**config.mk**
```make
export PLATFORM = sky130hd
export DESIGN_NAME = nandcb_copyback
export DESIGN_NICKNAME = d
export VERILOG_FILES = /design/src/rtl/nandcb_pkg.sv /design/src/rtl/nandcb_buscycle.sv /design/src/rtl/nandcb_closed_pages.sv /design/src/rtl/nandcb_copyback.sv
export SDC_FILE = /design/constraint.sdc
export NUM_CORES = 1
export LEC_CHECK = 0
export CORE_MARGIN = 2
export CORE_UTILIZATION = 47
export DETAILED_ROUTE_END_ITERATION = 10
export PLACE_DENSITY_LB_ADDON = 0.08
export SLEW_MARGIN = 40
export SYNTH_ARGS = -nofsm -noshare
export SYNTH_HDL_FRONTEND = slang
export SYNTH_SLANG_ARGS = --single-unit
```
**constraint.sdc**
```tcl
create_clock -name clk -period 2.85 [get_ports clk]
set_input_delay 0.4275 -clock clk [delete_from_list [all_inputs] [get_ports clk]]
set_output_delay 0.4275 -clock clk [all_outputs]
set_load 0.01 [all_outputs]
```
**src/rtl/nandcb_pkg.sv**
```systemverilog
`timescale 1ns/1ps
package nandcb_pkg;
  localparam logic [7:0] OP_PAGE_READ = 8'h00;
  localparam logic [7:0] OP_CB_PROG   = 8'h8A;
  localparam logic [7:0] OP_STATUS    = 8'h70;
  localparam logic [7:0] COL_ZERO     = 8'h00;

  typedef enum logic [1:0] {BC_IDLE, BC_SETUP, BC_PULSE, BC_HOLD} bc_state_t;
  typedef enum logic [1:0] {SQ_IDLE, SQ_ISSUE, SQ_WAIT} sq_state_t;

  typedef struct packed {
    logic       is_cmd;
    logic       is_addr;
    logic       is_read;
    logic [7:0] val;
  } bus_op_t;
endpackage

```
**src/rtl/nandcb_buscycle.sv**
```systemverilog
`timescale 1ns/1ps
module nandcb_buscycle
  import nandcb_pkg::*;
#(
  parameter int T_SETUP = 2,
  parameter int T_PULSE = 3,
  parameter int T_HOLD  = 2
) (
  input  logic       clk,
  input  logic       rst,
  input  logic       start,
  input  bus_op_t    op,
  output logic       done,
  output logic [7:0] rdata,
  output logic       cle,
  output logic       ale,
  output logic       we_n,
  output logic       re_n,
  output logic [7:0] io_out,
  output logic       io_oe,
  input  logic [7:0] io_in
);
  localparam int TM1  = (T_SETUP > T_PULSE) ? T_SETUP : T_PULSE;
  localparam int TMAX = (TM1 > T_HOLD) ? TM1 : T_HOLD;
  localparam int CW   = $clog2(TMAX + 1);

  bc_state_t     st;
  logic [CW-1:0] cnt;
  logic          rd_q;

  always_ff @(posedge clk) begin
    if (rst) begin
      st     <= BC_IDLE;
      cnt    <= '0;
      rd_q   <= 1'b0;
      cle    <= 1'b0;
      ale    <= 1'b0;
      we_n   <= 1'b1;
      re_n   <= 1'b1;
      io_out <= '0;
      io_oe  <= 1'b0;
      done   <= 1'b0;
      rdata  <= '0;
    end else begin
      done <= 1'b0;
      case (st)
        BC_IDLE: if (start) begin
          cle    <= op.is_cmd;
          ale    <= op.is_addr;
          io_out <= op.val;
          io_oe  <= !op.is_read;
          rd_q   <= op.is_read;
          cnt    <= CW'(T_SETUP - 1);
          st     <= BC_SETUP;
        end
        BC_SETUP: if (cnt == '0) begin
          if (rd_q) re_n <= 1'b0;
          else      we_n <= 1'b0;
          cnt <= CW'(T_PULSE - 1);
          st  <= BC_PULSE;
        end else cnt <= cnt - 1'b1;
        BC_PULSE: if (cnt == '0) begin
          we_n <= 1'b1;
          re_n <= 1'b1;
          if (rd_q) rdata <= io_in;
          cnt <= CW'(T_HOLD - 1);
          st  <= BC_HOLD;
        end else cnt <= cnt - 1'b1;
        default: if (cnt == '0) begin
          cle   <= 1'b0;
          ale   <= 1'b0;
          io_oe <= 1'b0;
          done  <= 1'b1;
          st    <= BC_IDLE;
        end else cnt <= cnt - 1'b1;
      endcase
    end
  end


  strobe_excl_chk: assert property (@(posedge clk) disable iff (rst) !(!we_n && !re_n));

  latch_excl_chk: assert property (@(posedge clk) disable iff (rst) !(cle && ale));

  read_drive_off_chk: assert property (@(posedge clk) disable iff (rst) !re_n |-> !io_oe);

  write_hold_chk: assert property (@(posedge clk) disable iff (rst)
    !we_n |-> ($stable(io_out) && $stable(cle) && $stable(ale) && io_oe));
endmodule

```
**src/rtl/nandcb_closed_pages.sv**
```systemverilog
`timescale 1ns/1ps
module nandcb_closed_pages #(
  parameter int ROW_W     = 16,
  parameter int PAGE_BITS = 5,
  parameter int DEPTH     = 8
) (
  input  logic             clk,
  input  logic             rst,
  input  logic             rec_valid,
  input  logic [ROW_W-1:0] rec_row,
  input  logic             erase_valid,
  input  logic [ROW_W-1:0] erase_row,
  input  logic             chk_valid,
  input  logic [ROW_W-1:0] chk_row,
  output logic             chk_closed
);
  localparam int PW = (DEPTH > 1) ? $clog2(DEPTH) : 1;

  logic [ROW_W-1:0] row_q [DEPTH];
  logic [DEPTH-1:0] vld_q, hit, ers;
  logic [PW-1:0]    wptr;

  for (genvar i = 0; i < DEPTH; i++) begin : g_cmp
    assign hit[i] = vld_q[i] && (row_q[i] == chk_row);
    assign ers[i] = vld_q[i] && (row_q[i][ROW_W-1:PAGE_BITS] == erase_row[ROW_W-1:PAGE_BITS]);
  end

  always_ff @(posedge clk) begin
    if (rec_valid) row_q[wptr] <= rec_row;
  end

  always_ff @(posedge clk) begin
    if (rst) begin
      vld_q      <= '0;
      wptr       <= '0;
      chk_closed <= 1'b0;
    end else begin
      chk_closed <= chk_valid && (|hit);
      if (erase_valid) vld_q <= vld_q & ~ers;
      if (rec_valid) begin
        vld_q[wptr] <= 1'b1;
        wptr <= (wptr == PW'(DEPTH - 1)) ? '0 : wptr + 1'b1;
      end
    end
  end


  closed_needs_entry_chk: assert property (@(posedge clk) disable iff (rst)
    chk_closed |-> ($past(chk_valid) && (vld_q != '0 || $past(erase_valid))));
endmodule

```
**src/rtl/nandcb_copyback.sv**
```systemverilog
`timescale 1ns/1ps
module nandcb_copyback
  import nandcb_pkg::*;
#(
  parameter int ROW_BYTES    = 2,
  parameter int ROW_W        = 8 * ROW_BYTES,
  parameter int PLANE_BIT    = 5,
  parameter int PAGE_BITS    = 5,
  parameter int CLOSED_DEPTH = 8,
  parameter int T_SETUP      = 2,
  parameter int T_PULSE      = 3,
  parameter int T_HOLD       = 2,
  parameter int T_WB         = 4,
  parameter int BUSY_TIMEOUT = 2000
) (
  input  logic             clk,
  input  logic             rst,
  input  logic             req_valid,
  input  logic [ROW_W-1:0] req_src,
  input  logic [ROW_W-1:0] req_dst,
  output logic             done,
  output logic             fail,
  output logic             err_plane,
  output logic             err_timeout,
  input  logic             pp_chk_valid,
  input  logic [ROW_W-1:0] pp_chk_row,
  output logic             pp_closed,
  input  logic             erase_valid,
  input  logic [ROW_W-1:0] erase_row,
  output logic             nand_cle,
  output logic             nand_ale,
  output logic             nand_we_n,
  output logic             nand_re_n,
  output logic [7:0]       nand_io_out,
  output logic             nand_io_oe,
  input  logic [7:0]       nand_io_in,
  input  logic             nand_rb_n
);
  localparam int SA_LAST = 1 + ROW_BYTES;
  localparam int PB      = 2 + ROW_BYTES;
  localparam int PA_LAST = PB + 1 + ROW_BYTES;
  localparam int ST_CMD  = 2 * PB;
  localparam int ST_RD   = 2 * PB + 1;
  localparam int SW      = $clog2(ST_RD + 1);
  localparam int WCW     = $clog2(BUSY_TIMEOUT + 1);

  sq_state_t        st;
  logic [SW-1:0]    step;
  logic [ROW_W-1:0] src_q, dst_q;
  logic [WCW-1:0]   wcnt;
  logic             eng_start, eng_done, rec_valid;
  logic [7:0]       eng_rdata;
  bus_op_t          op;
  int               si;
  logic             plane_bad;

  assign plane_bad = req_src[PLANE_BIT] != req_dst[PLANE_BIT];
  assign si = int'(step);

  always_comb begin
    op = '0;
    if (si == 0) begin
      op.is_cmd = 1'b1; op.val = OP_PAGE_READ;
    end else if (si == 1 || si == PB + 1) begin
      op.is_addr = 1'b1; op.val = COL_ZERO;
    end else if (si <= SA_LAST) begin
      op.is_addr = 1'b1; op.val = src_q[8*(si-2) +: 8];
    end else if (si == PB) begin
      op.is_cmd = 1'b1; op.val = OP_CB_PROG;
    end else if (si <= PA_LAST) begin
      op.is_addr = 1'b1; op.val = dst_q[8*(si-PB-2) +: 8];
    end else if (si == ST_CMD) begin
      op.is_cmd = 1'b1; op.val = OP_STATUS;
    end else begin
      op.is_read = 1'b1;
    end
  end

  always_ff @(posedge clk) begin
    if (rst) begin
      st <= SQ_IDLE; step <= '0; src_q <= '0; dst_q <= '0; wcnt <= '0;
      eng_start <= 1'b0; rec_valid <= 1'b0; done <= 1'b0;
      fail <= 1'b0; err_plane <= 1'b0; err_timeout <= 1'b0;
    end else begin
      eng_start <= 1'b0;
      rec_valid <= 1'b0;
      done      <= 1'b0;
      case (st)
        SQ_IDLE: if (req_valid) begin
          fail <= 1'b0; err_timeout <= 1'b0; err_plane <= 1'b0;
          if (plane_bad) begin
            err_plane <= 1'b1;
            done      <= 1'b1;
          end else begin
            src_q <= req_src; dst_q <= req_dst;
            step <= '0; eng_start <= 1'b1; st <= SQ_ISSUE;
          end
        end
        SQ_ISSUE: if (eng_done) begin
          if (si == ST_RD) begin
            fail <= eng_rdata[0]; done <= 1'b1; rec_valid <= 1'b1; st <= SQ_IDLE;
          end else if (si == SA_LAST || si == PA_LAST) begin
            wcnt <= '0; st <= SQ_WAIT;
          end else begin
            step <= step + 1'b1; eng_start <= 1'b1;
          end
        end
        default: begin
          if (wcnt >= WCW'(T_WB) && nand_rb_n) begin
            step <= step + 1'b1; eng_start <= 1'b1; st <= SQ_ISSUE;
          end else if (wcnt == WCW'(BUSY_TIMEOUT)) begin
            err_timeout <= 1'b1; done <= 1'b1; st <= SQ_IDLE;
          end else wcnt <= wcnt + 1'b1;
        end
      endcase
    end
  end

  nandcb_buscycle #(.T_SETUP(T_SETUP), .T_PULSE(T_PULSE), .T_HOLD(T_HOLD)) u_bus (
    .clk(clk), .rst(rst), .start(eng_start), .op(op), .done(eng_done), .rdata(eng_rdata),
    .cle(nand_cle), .ale(nand_ale), .we_n(nand_we_n), .re_n(nand_re_n),
    .io_out(nand_io_out), .io_oe(nand_io_oe), .io_in(nand_io_in)
  );

  nandcb_closed_pages #(.ROW_W(ROW_W), .PAGE_BITS(PAGE_BITS), .DEPTH(CLOSED_DEPTH)) u_closed (
    .clk(clk), .rst(rst), .rec_valid(rec_valid), .rec_row(dst_q),
    .erase_valid(erase_valid), .erase_row(erase_row),
    .chk_valid(pp_chk_valid), .chk_row(pp_chk_row), .chk_closed(pp_closed)
  );


  plane_block_chk: assert property (@(posedge clk) disable iff (rst)
    (st == SQ_IDLE && req_valid && plane_bad) |=> (done && err_plane && st == SQ_IDLE && nand_we_n));

  wait_quiet_chk: assert property (@(posedge clk) disable iff (rst)
    (st == SQ_WAIT) |-> (nand_we_n && nand_re_n && !nand_cle && !nand_ale));

  timeout_done_chk: assert property (@(posedge clk) disable iff (rst) $rose(err_timeout) |-> done);

  done_idle_chk: assert property (@(posedge clk) disable iff (rst) done |-> (st == SQ_IDLE));
endmodule

```
### Yosys cells after proc, flatten, opt, wreduce, memory -nomap -nowiden

Memories as Yosys holds them, arrays and structs flattened.
Index checks and enable logic that the tools add are counted.

* bits in registers: 87
* bits in writable memories: 128
* input port bits: 78
* output and inout bits: 18
* logic and storage cells: 238
* memories kept: 1

Memories
* u_closed.row_q: words 8, bits a word 16, read ports 8, clocked after memory_dff 0, wr ports 1, line nandcb_closed_pages.sv:19 `logic [ROW_W-1:0] row_q [DEPTH];`

* add/subtract/negate cells: 7
* order comparisons: 5
* equal/unequal tests: 46
* shift operators: 2
* multiplexer cells: 95
* bitwise operators: 7
* reductions and logical operators: 50

Operators with widths (count)
* == test 16 bit: 8
* == test 11 bit: 8
* 2-to-1 mux 8 bit: 8
* 2-to-1 mux 11 bit: 5
* 2-to-1 mux 1 bit: 43
* logical NOT 32 bit: 1
* 2-to-1 mux 2 bit: 16
* 2-to-1 mux 4 bit: 6
* one-hot mux 11 bit (2 select lines): 1
* == test 4 bit, second input constant: 5
* AND reduction 4 bit: 5
* logical AND 1 bit: 19
* one-hot mux 1 bit (2 select lines): 9
* != test 2 bit, second input constant: 8
* variable part select 16 x 8 -> 8 bit: 1
* variable part select 16 x 9 -> 8 bit: 1
* != test 2 x 1 -> 1 bit, second input constant: 7
* one-hot mux 2 bit (3 select lines): 2
* AND reduction 6 bit: 2
* adder 11 x 1 -> 11 bit, second input constant: 1
* == test 11 bit, second input constant: 1
* greater-or-equal comparator 11 x 3 -> 1 bit, second input constant: 1
* AND reduction 3 bit: 3
* bitwise AND 8 bit: 1
* 37 further kinds: 50

### Depth between registers and ports, before layout

* depth after elaboration: 10
* gate-level depth with buffers: 9
* gate-level depth less buffers: 7

### Cells and area by module

From an unflattened synthesis, not the netlist that was laid out.

* cell total of the unflattened synthesis: 1001
* area, all modules: 10899.2 um^2

Modules (own cells, without submodules)
* nandcb_closed_pages: instances 1, cells each 510, area an instance 6944.2 um^2
* nandcb_copyback: instances 1, cells each 351, area an instance 2740.1 um^2
* nandcb_buscycle: instances 1, cells each 140, area an instance 1214.9 um^2

### Worst setup path before layout

Ideal clock, no wire load.

* path kind: reg-to-reg
* start: reg step[1]
* end: reg wcnt[9]
* setup time: 70 ps
* data arrival time: 2260 ps
* required time: 2780 ps
* slack: 520 ps
* stages on the path, launching flop included: 10
* buffers on the path: 2
* clock period less this slack: 2330 ps
* cells stage by stage: dfxtp_1 -> clkbuf_1 -> inv_1 -> ha_1 -> nand3b_1 -> a2111oi_1 -> or4_1 -> clkbuf_1 -> or4_1 -> a21oi_1

* cells in the longest elaborated chain, start to end: 4

Ends and longest elaborated chain
* from (decl): line nandcb_copyback.sv:48 `logic [SW-1:0] step;`
* from (signal assigned): line nandcb_copyback.sv:81 `st <= SQ_IDLE; step <= '0; src_q <= '0; dst_q <= '0; wcnt <= '0;`
* from (signal assigned): line nandcb_copyback.sv:96 `step <= '0; eng_start <= 1'b1; st <= SQ_ISSUE;`
* from (signal assigned): line nandcb_copyback.sv:105 `step <= step + 1'b1; eng_start <= 1'b1;`
* == test 4 x 3 -> 1 bit / == test 4 bit (equally long branches): line nandcb_copyback.sv:102 `end else if (si == SA_LAST || si == PA_LAST) begin`
* logical OR 1 bit: line nandcb_copyback.sv:102
* != test 2 bit (no source line)
* AND reduction 6 bit (no source line) *
* to (signal assigned): line nandcb_copyback.sv:113 `end else wcnt <= wcnt + 1'b1;`
* to (decl): line nandcb_copyback.sv:50 `logic [WCW-1:0] wcnt;`

Every way passes the cells marked *; elsewhere a longest branch is shown, timed or not.
A chain may end at the register's enable or synchronous reset.

### Final worst setup path

* start: reg wcnt[4]
* end: reg wcnt[10]

* cells in the longest elaborated chain, start to end: 4

Ends and longest elaborated chain (line)
* adder 11 x 1 -> 11 bit / greater-or-equal comparator 11 x 3 -> 1 bit (equally long branches): nandcb_copyback.sv:113, nandcb_copyback.sv:109
* 2-to-1 mux 11 bit / logical AND 1 bit (equally long branches): nandcb_copyback.sv:111, nandcb_copyback.sv:109
* 2-to-1 mux 11 bit / != test 2 x 1 -> 1 bit (equally long branches)
* one-hot mux 11 bit (2 select lines) / AND reduction 6 bit (equally long branches)

Several ways; a longest one is shown, not always the timed one. The select of a mux whose other input is x is not followed.

==> results.yml <==
status:
  status: "finished, final reports clean"
synthesis:
  yosysSeqAreaShare: 0.540
  avgSynthCellArea_um2: 10.9
  synth_top_cell_area_share: 0.371
  synth_area_mm2: 0.0103
  synth_common_cells: "edfxtp_1, xor2_1, xnor2_1, nand2_1, dfxtp_1"
  synth.distinct_cells: 48
  synth.most_common_cell: "edfxtp_1"
  syn_inst: 952
  synth_seq_cells: 215
  synth_ff_type: "edfxtp_1"
  yosysWarnings: 1
  synth_edf_count: 128
  yosys-top-cells-area: "edfxtp_1, dfxtp_1, xor2_1, xnor2_1, a21oi_1"
  syn_nets: 1045
  yosys.area.top_type: "edfxtp_1"
  synthArstFlopShare: 0
drt:
  drt-initial-drc-count: 482
  postRouteAntennaNets: 0
  vias: 7456
  firstDrtPassIters: 5
  finalWirelength_um: 28700
  drc: 0
  wl_per_cell_um: 21.2
  viasPerCell: 5.50
clock_tree:
  cts-root-buf: "clkbuf_16"
  post_cts_resize_count: 0
  cts_hold_buf: 0
  htree_levels: 1
  tritoncts: "yes"
  insertion_delay_ns: 0.51
  cts_sinks: 215
  clk_pin_slew_ns: 0.06
  cts_buffers: 23
  clk_path_buf_depth: 3
  post-cts-setup-buffers: 0
timing:
  slew_violations: 0
  fmax_mhz: 401
  layout_setup_ws_ns: 0.353
  maxSlewHeadroom: 0.536
  finalCritPeriodShare: 0.876
  fin_setup_tns_ns: 0
  finClkSkew_ns: 0.0171
  setup_viol: 0
  rsz0062_at_grt: "no"
  hold_viol_final: 0
  finalCriticalPeriod_ns: 2.50
  tightest_slew_ns: 0.695
power_and_ir_drop:
  peakVddDrop_mv: 0.428
  leakagePower_nw: 4.20
  power_density_mw_per_mm2: 580
worst_setup_path:
  r2r_cells: 5
  critPathLaunchType: "register"
  critical_path_buf_inv_count: 0
  reg2reg_to: "wcnt[10]$_SDFFE_PP0P_"
  arrival_ns: 2.90
  critical_path.max_fanout: 11
  path_cells: "or4_1 > or4_1 > a211o_1 > nor3_1 > mux2_2"
  slowest_delay_ns: 0.56
  cp-end-kind: "register"
  worstSetupPathType: "reg -> reg"
  reg2reg_from: "wcnt[4]$_SDFFE_PP0P_"
  worst_path_max_delay_cell: "or4_1"
  critical-path-top-delay-family: "simple AND/OR/NAND/NOR gates"
  r2r_slack_ns: 0.35
  crit_top_cell: "or4_1"
  cp.required_ns: 3.25
grt:
  grt.total_usage: 0.242
  grt_pass1_wl_um: 42800
  grt_max_degree: 47
  grt_antenna_before_repair: 0
  first_global_vias: 7253
  grt_overflow_total: 0
die:
  num_io_pins: 96
  num_rows: 54
  start_util: 0.477
  chipWidth_um: 152
  coreArea_mm2: 0.0217
  die-area_mm2: 0.0232
  die_h_um: 152
layout:
  area_growth_pct: 20.0
  fin_area_mm2: 0.0124
  final_cells: 1355
  regArea_mm2: 0.00559
  multi_input_area_mm2: 0.00448
  antenna_cells: 0
  fillers: 1851
  nets: 1151
  finish.utilization: 0.573
  drive_gt1_frac: 0.0902
placed_design:
  dpl_cell_area_mm2: 0.0117
  place_ws_ns: 0.357
  gp_congestion: 0.893
  port_buffers: 83
  hpwl_um: 19800
  placed_cells: 1313
worst_hold_path:
  hold_path_class: "in -> reg"
  hold_start: "rst"
  hold_depth: 3
  min_delay_worst_endpoint: "wcnt[5]$_SDFFE_PP0P_"
job:
  cap_viol_max_count: 0
power breakdown:
group | switching (mW) | total, mW | internal [mW]
clock | 1.21 | 2.81 | 1.61
combinational | 0.535 | 0.950 | 0.415
sequential | 0.0801 | 3.44 | 3.36
total | 1.82 | 7.21 | 5.38
per-stage QoR:
step | total power, mW | hold slack (ns)
finish | 7.21 | 0.363
global route | 7.47 | 0.393
CTS | 7.25 | 0.364
detailed placement | 4.46 | 0.447
global placement | 4.45 | 0.441
floorplan | 4.06 | 0.436
worst max-delay path by stage:
stage	endpoint	startpoint	cells past startpoint
after global placement	wcnt[10]$_SDFFE_PP0P_	wcnt[4]$_SDFFE_PP0P_	5
final	wcnt[10]$_SDFFE_PP0P_	wcnt[4]$_SDFFE_PP0P_	5
after global routing	wcnt[10]$_SDFFE_PP0P_	wcnt[4]$_SDFFE_PP0P_	5
after floorplan	wcnt[9]$_SDFFE_PP0P_	step[1]$_SDFFE_PP0P_	9
after CTS	wcnt[10]$_SDFFE_PP0P_	wcnt[4]$_SDFFE_PP0P_	5
after detailed placement	wcnt[10]$_SDFFE_PP0P_	wcnt[4]$_SDFFE_PP0P_	5
cells in the final DEF (no fill, tap or decap), types with 37 or more instances in the layout:
| cell type | count |
|---|---|
| nor2_1 | 42 |
| edfxtp_1 | 128 |
| nand4_1 | 37 |
| a21oi_1 | 70 |
| buf_4 | 52 |
| dfxtp_1 | 87 |
| xnor2_1 | 99 |
| clkdlybuf4s50_1 | 82 |
| nand2_1 | 93 |
| xor2_1 | 122 |
worst register-to-register path, stage by stage, from the launching register on:
cell and delay [ns]:
dfxtp_1 0.37, or4_1 0.56, or4_1 0.44, a211o_1 0.44
nor3_1 0.23, mux2_2 0.35
registers in the layout, summed over array words and instances (netlist names), 2 cells and up:
signal,flops
u_bus.cnt,2
step,4
u_closed.row_q,128
u_bus.io_out,8
dst_q,16
u_closed.vld_q,8
u_closed.wptr,3
wcnt,11
u_bus.st,2
st,2
src_q,16
cells by family after synthesis:
kind of cell             share of synthesized area
AO/OA/AOI/OAI                               0.0774
XOR/XNOR                                     0.187
adder cells (fa/ha/maj)                     0.0181
buffers and inverters                       0.0283
flip-flops                                   0.540
multiplexers                                0.0204
AND/OR/NAND/NOR                              0.129
per-layer routing:
| metal | part of all wire | wire, um | track usage |
|---|---|---|---|
| met5 | 0 | 0 | 0 |
| met4 | 0.036 | 1040 | 0.0926 |
| met3 | 0.052 | 1500 | 0.0316 |
| met2 | 0.48 | 13600 | 0.410 |
| met1 | 0.44 | 12500 | 0.317 |
area by class of cell:
class | instances | share of cell area
clock buffer | 31 | 0.0496
clock inverter | 11 | 0.00645
inverter | 20 | 0.00604
multi-input combinational | 662 | 0.361
sequential | 215 | 0.450
tap | 280 | 0.0282
timing repair buffer | 136 | 0.0995
No activity file was read; power rests on OpenSTA's default activity.
